## src/rtl/early_regfile_pkg.sv

```systemverilog
package early_regfile_pkg;

    localparam int DATA_W   = 32;
    localparam int IDX_W    = 5;
    localparam int INSTR_W  = 32;
    localparam int SRC_A_LO = 21;
    localparam int SRC_B_LO = 16;
    localparam int NUM_RD   = 2;

    typedef logic [DATA_W-1:0] word_t;
    typedef logic [IDX_W-1:0]  idx_t;

    typedef struct packed {
        logic  en;
        idx_t  idx;
        word_t data;
    } wr_req_t;

    function automatic idx_t field_at(input logic [INSTR_W-1:0] w, input int lo);
        return w[lo +: IDX_W];
    endfunction

endpackage

```

## src/rtl/regfile_src_decode.sv

```systemverilog
module regfile_src_decode
    import early_regfile_pkg::*;
#(
    parameter int N_PORTS = NUM_RD
) (
    input  logic [INSTR_W-1:0]          instr,
    output logic [N_PORTS-1:0][IDX_W-1:0] src_idx
);
    localparam int LO_A = SRC_A_LO;
    localparam int LO_B = SRC_B_LO;

    for (genvar p = 0; p < N_PORTS; p++) begin : g_field
        localparam int LO = (p == 0) ? LO_A : LO_B;
        assign src_idx[p] = field_at(instr, LO);
    end
endmodule

```

## src/rtl/regfile_store.sv

```systemverilog
module regfile_store
    import early_regfile_pkg::*;
#(
    parameter int N_PORTS = NUM_RD,
    parameter int DEPTH   = 2**IDX_W
) (
    input  logic                          clk,
    input  logic                          commit,
    input  wr_req_t                       wr,
    input  logic [N_PORTS-1:0][IDX_W-1:0] rd_idx,
    output logic [N_PORTS-1:0][DATA_W-1:0] rd_raw
);
    word_t cells [DEPTH];

    always_ff @(posedge clk) begin
        if (commit && wr.en && (wr.idx != '0)) begin
            cells[wr.idx] <= wr.data;
        end
    end

    for (genvar p = 0; p < N_PORTS; p++) begin : g_rd
        assign rd_raw[p] = cells[rd_idx[p]];
    end
endmodule

```

## src/rtl/regfile_out_port.sv

```systemverilog
module regfile_out_port
    import early_regfile_pkg::*;
(
    input  logic    clk,
    input  logic    rst,
    input  logic    stall,
    input  idx_t    idx,
    input  word_t   raw,
    input  wr_req_t wr,
    output word_t   q
);
    word_t next_q;
    logic  collide;

    always_comb begin
        collide = wr.en && (wr.idx == idx);
        if (idx == '0)       next_q = '0;
        else if (collide)    next_q = wr.data;
        else                 next_q = raw;
    end

    always_ff @(posedge clk) begin
        if (rst)             q <= '0;
        else if (!stall)     q <= next_q;
    end
endmodule

```

## src/rtl/early_regfile.sv

```systemverilog
module early_regfile
    import early_regfile_pkg::*;
(
    input  logic                clk,
    input  logic                rst,
    input  logic [INSTR_W-1:0]  instr,
    input  logic                stall,
    input  logic                wr_en,
    input  logic [IDX_W-1:0]    wr_addr,
    input  logic [DATA_W-1:0]   wr_data,
    output logic [DATA_W-1:0]   rd_a,
    output logic [DATA_W-1:0]   rd_b
);
    logic [NUM_RD-1:0][IDX_W-1:0]  src_idx;
    logic [NUM_RD-1:0][DATA_W-1:0] raw;
    logic [NUM_RD-1:0][DATA_W-1:0] port_q;
    wr_req_t wr;
    logic    commit;

    assign wr     = '{en: wr_en, idx: wr_addr, data: wr_data};
    assign commit = !rst && !stall;

    regfile_src_decode #(.N_PORTS(NUM_RD)) u_dec (
        .instr   (instr),
        .src_idx (src_idx)
    );

    regfile_store #(.N_PORTS(NUM_RD)) u_store (
        .clk    (clk),
        .commit (commit),
        .wr     (wr),
        .rd_idx (src_idx),
        .rd_raw (raw)
    );

    for (genvar p = 0; p < NUM_RD; p++) begin : g_port
        regfile_out_port u_port (
            .clk   (clk),
            .rst   (rst),
            .stall (stall),
            .idx   (src_idx[p]),
            .raw   (raw[p]),
            .wr    (wr),
            .q     (port_q[p])
        );
    end

    assign rd_a = port_q[0];
    assign rd_b = port_q[1];
endmodule

```

## config.mk

```make
export PLATFORM = sky130hd
export DESIGN_NAME = early_regfile
export DESIGN_NICKNAME = d
export VERILOG_FILES = /design/src/rtl/early_regfile_pkg.sv /design/src/rtl/regfile_src_decode.sv /design/src/rtl/regfile_store.sv /design/src/rtl/regfile_out_port.sv /design/src/rtl/early_regfile.sv
export SDC_FILE = /design/constraint.sdc
export NUM_CORES = 1
export LEC_CHECK = 0
export CAP_MARGIN = 20
export CELL_PAD_IN_SITES_DETAIL_PLACEMENT = 0
export CELL_PAD_IN_SITES_GLOBAL_PLACEMENT = 2
export CORE_UTILIZATION = 44
export DETAILED_ROUTE_END_ITERATION = 7
export PLACE_DENSITY = 0.86
export SETUP_SLACK_MARGIN = 0.3
export SLEW_MARGIN = 15
export SYNTH_ARGS = -nofsm -noshare
export SYNTH_HDL_FRONTEND = slang
export SYNTH_SLANG_ARGS = --single-unit
```

## constraint.sdc

```tcl
create_clock -name clk -period 3.29 [get_ports clk]
set_clock_uncertainty 0.2 [all_clocks]
set_input_delay 0.658 -clock clk [delete_from_list [all_inputs] [get_ports clk]]
set_output_delay 0.658 -clock clk [all_outputs]
set_load 0.01 [all_outputs]
```

### After elaboration in Yosys (flattened, before gate mapping)

Memories as Yosys holds them, arrays and structs flattened.
Index checks and enable logic that the tools add are counted.

* flip-flop bits (word level): 64
* RAM bits: 1024
* bits of input ports: 73
* logic and storage cells: 21
* memories: 1

* eq/ne operators: 2
* multiplexer cells: 6
* reductions and logical operators: 10

Memory list
* u_store.cells: depth 32, bits a word 32, rd ports 2, clocked after Yosys merged registers in 0, wr ports 1, RTL line regfile_store.sv:13 `word_t cells [DEPTH];`

Operators with widths (number)
* 32-bit 2-to-1 mux: 4
* 5-bit == test: 2
* 5-bit logical NOT: 2
* 1-bit logical AND: 5
* 5-bit nonzero test: 1
* 1-bit logical NOT: 2
* 1-bit 2-to-1 mux: 2

### Longest topological paths before layout

* word-level depth: 6
* depth in mapped cells: 9
* mapped depth without buffers: 5

### Hierarchy

Synthesis repeated with hierarchy kept, for this count alone.

* cell total of the unflattened synthesis: 3783
* area, all modules: 52288.9 sq um

Modules (own cells, without submodules)
* regfile_store: instances 1, cells an instance 3386, area each 48761.8 sq um
* regfile_out_port: instances 2, cells an instance 193, area each 1724.2 sq um
* regfile_src_decode: instances 1, cells an instance 10, area each 75.1 sq um
* early_regfile: instances 1, cells an instance 1, area each 3.8 sq um

### Worst setup path after synthesis

Ideal clock, no wire load.

* kind: input to register
* from: in wr_addr[0]
* to: mem u_store.cells[28][0] (netlist bit), enable pin
* setup time: 421 ps
* data arrival time: 2850 ps
* data required time: 2669 ps
* setup slack: -181 ps
* cell stages on the path: 4
* path buffers: 2
* cell sequence: clkbuf_1 or4_1 clkbuf_1 nor2_1

* longest elaborated chain between the ends: 4

RTL lines
* start, declared: RTL line early_regfile.sv:9 `input logic [IDX_W-1:0] wr_addr,`
* 5-bit nonzero test: RTL line regfile_store.sv:16 `if (commit && wr.en && (wr.idx != '0)) begin`
* 1-bit logical AND: RTL line regfile_store.sv:16
* 1-bit 2-to-1 mux: RTL line regfile_store.sv:16
* 1-bit 2-to-1 mux (implied by the code): RTL line regfile_store.sv:17 `cells[wr.idx] <= wr.data;`
* end, declared: RTL line regfile_store.sv:13

Parallel ways exist; a longest one is shown, timed or not.

### Final worst setup path

* from: reg g_port[0].u_port.q[10]
* to: out rd_a[10]

RTL lines
* start, declared: RTL line regfile_out_port.sv:10 `output word_t q`
* start signal, assigned: RTL line regfile_out_port.sv:24 `else if (!stall) q <= next_q;`
* end, declared: RTL line early_regfile.sv:11 `output logic [DATA_W-1:0] rd_a,`

No word-level cell between the ends.

==> metrics.md <==
| Metric | Value |
|---|---|
| Result of the run | finished clean |
| Place WS | -0.158 ns |
| Die Outline Area | between 100000 and 150000 um^2 |
| Relative slew slack | 0.296 |
| Dominant cell type by area after synthesis | sky130_fd_sc_hd__edfxtp_1 |
| 1st-iter DRT viols | around 4.1k |
| Die X-Extent | 340 um |
| Internal power consumption | between 20 and 25 mW |
| Unrepaired setup endpoints after global routing | no |
| Overall via count from detail_route | 29.8k |
| Hold path cells | 2 |
| Yosys Warn Count | 0 |
| Average vias per placed instance | between 6 and 7 |
| # rows | about 120 |
| Sequential share of power | 0.505 |
| Clock Sink Count | 1088 |
| Reg clk slew, reported paths | about 0.060 ns |
| Avg Inst Size Synth | between 15 and 20 um^2 |
| 1st-pass router iterations | 8 |
| Quantity of I/O buffers inserted on ports | ~110 |
| Critical path type | reg2out |
| Slew Viols, Final | 0 |
| CTS Buffer Depth | 3 |
| Maximum number of pins on one net before global-route repair | 129 |
| Slowest library cell on the worst path | sky130_fd_sc_hd__clkdlybuf4s50_1 |
| DRC violation count after routing | 0 |
| Power density over the cells | about 520 nW/um^2 |
| Post-CTS Setup Bufs | 0 |
| Signal arrival time at the worst endpoint | roughly 1.9 ns |
| Endpoints failing setup | 0 |
| Peak supply drop | ~450 uV |
| Max Cap Violations | 0 |
| Crit path buf inv count | 1 |
| Hold Path Class | in2reg |
| Yosys top cell area share | 0.611 |
| Count leader, synth | sky130_fd_sc_hd__edfxtp_1 |
| Sw Share | 0.227 |
| Post-CTS sizing | 0 |
| Least setup slack across all paths after layout | just over 0.5 ns |
| Post-DP Area | about 55000 um^2 |
| Reg2Reg Launch Point | u_store.cells[12][4] |
| Worst-case reg-to-reg path depth | 5 |
| All-layer global routing usage | 0.265 |
| Largest cells by area after synthesis | sky130_fd_sc_hd__edfxtp_1 61%, sky130_fd_sc_hd__mux4_2 20%, sky130_fd_sc_hd__mux2i_1 3.5% |
| Slew of the pin with the lowest slew margin | roughly 1.1 ns |
| Core Box Area | 113000 um^2 |
| Antenna Violating Nets Remaining | 0 |
| Type of element launching the critical path | register |
| TritonCTS Buffers | about 110 |
| List of cells traversed by the critical path | clkdlybuf4s50_1 |
| Number of enable flip-flop cells after synthesis | 1024 |
| Post-layout instance count excluding filler cells | roughly 4.5k |
| Leakage Power | between 15 and 20 nW |
| Share of synthesized area occupied by flip-flops and latches | 0.637 |
| Nets | just under 3k |
| Via count of the first global-routing pass | roughly 31k |
| Endpoint required time on the critical path | around 2.4 ns |
| Most instantiated flip-flop cell in the synthesis netlist | sky130_fd_sc_hd__edfxtp_1 |
| CTS root buffer | sky130_fd_sc_hd__clkbuf_16 |
| Residual overflow from global routing | 0 |
| Inserted Diodes | 0 |
| Final Cell Area | around 59000 um^2 |
| Design Power | between 30 and 40 mW |
| Capture endpoint of the worst hold path | g_port[0].u_port.q[4] |
| TritonCTS clock tree | done |
| Clk network pwr share | 0.406 |
| Worst setup EP type | primary output |
| Worst Hold Launch | rst |
| Top cells by instance count after synthesis | 1024 x sky130_fd_sc_hd__edfxtp_1, 442 x sky130_fd_sc_hd__mux4_2, 177 x sky130_fd_sc_hd__mux2i_1 |
| Reg2Reg Setup Slack | around 1.2 ns |
| Worst-skew pair later-pin latency | ~0.69 ns |
| Largest stage delay, worst path | roughly 0.66 ns |
| Family with the most delay on the worst path | buffers and inverters |
| Number of cells after detailed placement | roughly 4.3k |
| Wire length per cell | between 30 and 40 um |
| End of the worst register-to-register path | g_port[0].u_port.q[4] |
| Switching pwr | between 6 and 7 mW |
| Post-synthesis cell area | 50300 um^2 |
| Maximum clock rate | 0.360 GHz |
| CTS hold repair buffers | 0 |
| Ports | between 100 and 150 |
| Synth unique cells | 54 |
| Number of H-tree levels | 3 |
| Proportion of power drawn by combinational gates | 0.089 |
| Synth Instances | roughly 2.6k |
| Initial core utilization | 0.445 |
| Final critical-path required period | roughly 2.8 ns |
| Share of the clock period used by the worst path after layout | 0.845 |
| Drt total wl | around 150000 um |
| Global placer's final weighted congestion | between 0.8 and 0.9 |
| Total half-perimeter wirelength after legalization and detailed placement | 93400 um |
| Die height | 340 um |
| Register bit count reported by yosys | 1088 |
| Asr flop ratio synth | 0 |
| Signed area change from the synthesized netlist to the final layout | 17.4% |
| Critical-path maximum fanout | 2 |
| Ratio of cells with drive above 1 in the final layout | 0.354 |
| Number of antenna violations at the first check in global routing | 7 |
| Wire length of the first global-routing pass | 220000 um |
| Endpoints failing hold | 0 |
==> power by group through the flow <==
stage | registers [mW] | clock network [mW] | logic, mW
floorplan | 15.7 | 0 | 1.55
global placement | 15.7 | 0 | 2.65
detailed placement | 15.7 | 0 | 2.70
CTS | 15.4 | 12.5 | 2.71
global route | 15.4 | 13.1 | 2.86
finish | 15.4 | 12.4 | 2.73
==> cells by family after synthesis <==
kind of cell | Yosys count | synth area share
DFF | 1088 | 0.637
buffers and inverters | 215 | 0.0226
xor gates and xnor gates | 10 | 0.00174
AOI/OAI and AO/OA | 351 | 0.0566
muxes | 728 | 0.258
and+or+nand+nor | 248 | 0.0246
other | 1 | 0.0000746
==> stage by stage <==
stage               hold slack (ns)  utilization  TNS [ns]
floorplan                     0.323            -    -65.15
global placement              0.366        0.491     -1.54
detailed placement            0.359        0.491     -3.10
CTS                           0.152        0.523         0
global route                  0.157        0.523         0
finish                        0.186        0.523         0
==> flip-flops by register name, summed over array words and instances (netlist names) <==
register	cells
u_store.cells	1024
g_port.u_port.q	64
==> per-layer routing <==
layer / GRT usage / routed length (um) / vias to the layer above
met5: 0 / 46 / -
met4: 0.0818 / 5130 / 8
met3: 0.0647 / 17500 / 336
met2: 0.414 / 72200 / 1938
met1: 0.369 / 58800 / 15676
li1: - / - / 11864
==> worst max-delay path by stage <==
stage                      startpoint  slack [ns]  cells past startpoint                     to
2_1_floorplan              wr_addr[0]       -0.18                      4   u_store.cells[28][0]
3_3_place_gp                instr[19]       -0.11                      8  g_port[1].u_port.q[0]
3_5_place_dp                instr[19]       -0.16                      8  g_port[1].u_port.q[6]
4_1_cts                     instr[19]        0.45                      8  g_port[1].u_port.q[6]
5_1_grt         g_port[0].u_port.q[1]        0.50                      1                rd_a[1]
6_report       g_port[0].u_port.q[10]        0.51                      1               rd_a[10]
==> layout make-up <==
class | count | area (um^2)
fill | 8836 | 53900
timing repair buffer | 344 | 4070
sequential | 1088 | 32000
clock inverter | 41 | 399
multi-input combinational | 1369 | 17500
tap | 1500 | 1880
clock buffer | 162 | 3180
==> placed cells by master, fill, tap and decap left out, types with 15 or more instances in the layout <==
cell and count:
sky130_fd_sc_hd__nor2_1 73, sky130_fd_sc_hd__or4_1 18, sky130_fd_sc_hd__nand2_1 50, sky130_fd_sc_hd__o211ai_1 41, sky130_fd_sc_hd__buf_4 135, sky130_fd_sc_hd__nor2_4 31
sky130_fd_sc_hd__a21oi_1 51, sky130_fd_sc_hd__a22oi_2 30, sky130_fd_sc_hd__clkinv_2 17, sky130_fd_sc_hd__mux2_2 109, sky130_fd_sc_hd__o221ai_2 27, sky130_fd_sc_hd__o21ai_0 15
sky130_fd_sc_hd__mux2i_1 177, sky130_fd_sc_hd__clkbuf_16 109, sky130_fd_sc_hd__a22o_1 18, sky130_fd_sc_hd__dfxtp_1 64, sky130_fd_sc_hd__clkbuf_1 28, sky130_fd_sc_hd__o32ai_1 17
sky130_fd_sc_hd__buf_12 95, sky130_fd_sc_hd__edfxtp_1 1024, sky130_fd_sc_hd__clkbuf_8 25, sky130_fd_sc_hd__clkdlybuf4s50_1 104, sky130_fd_sc_hd__a22oi_1 56, sky130_fd_sc_hd__conb_1 32
sky130_fd_sc_hd__mux4_2 442, sky130_fd_sc_hd__o22ai_1 56
(Power assumes the default switching activity.)
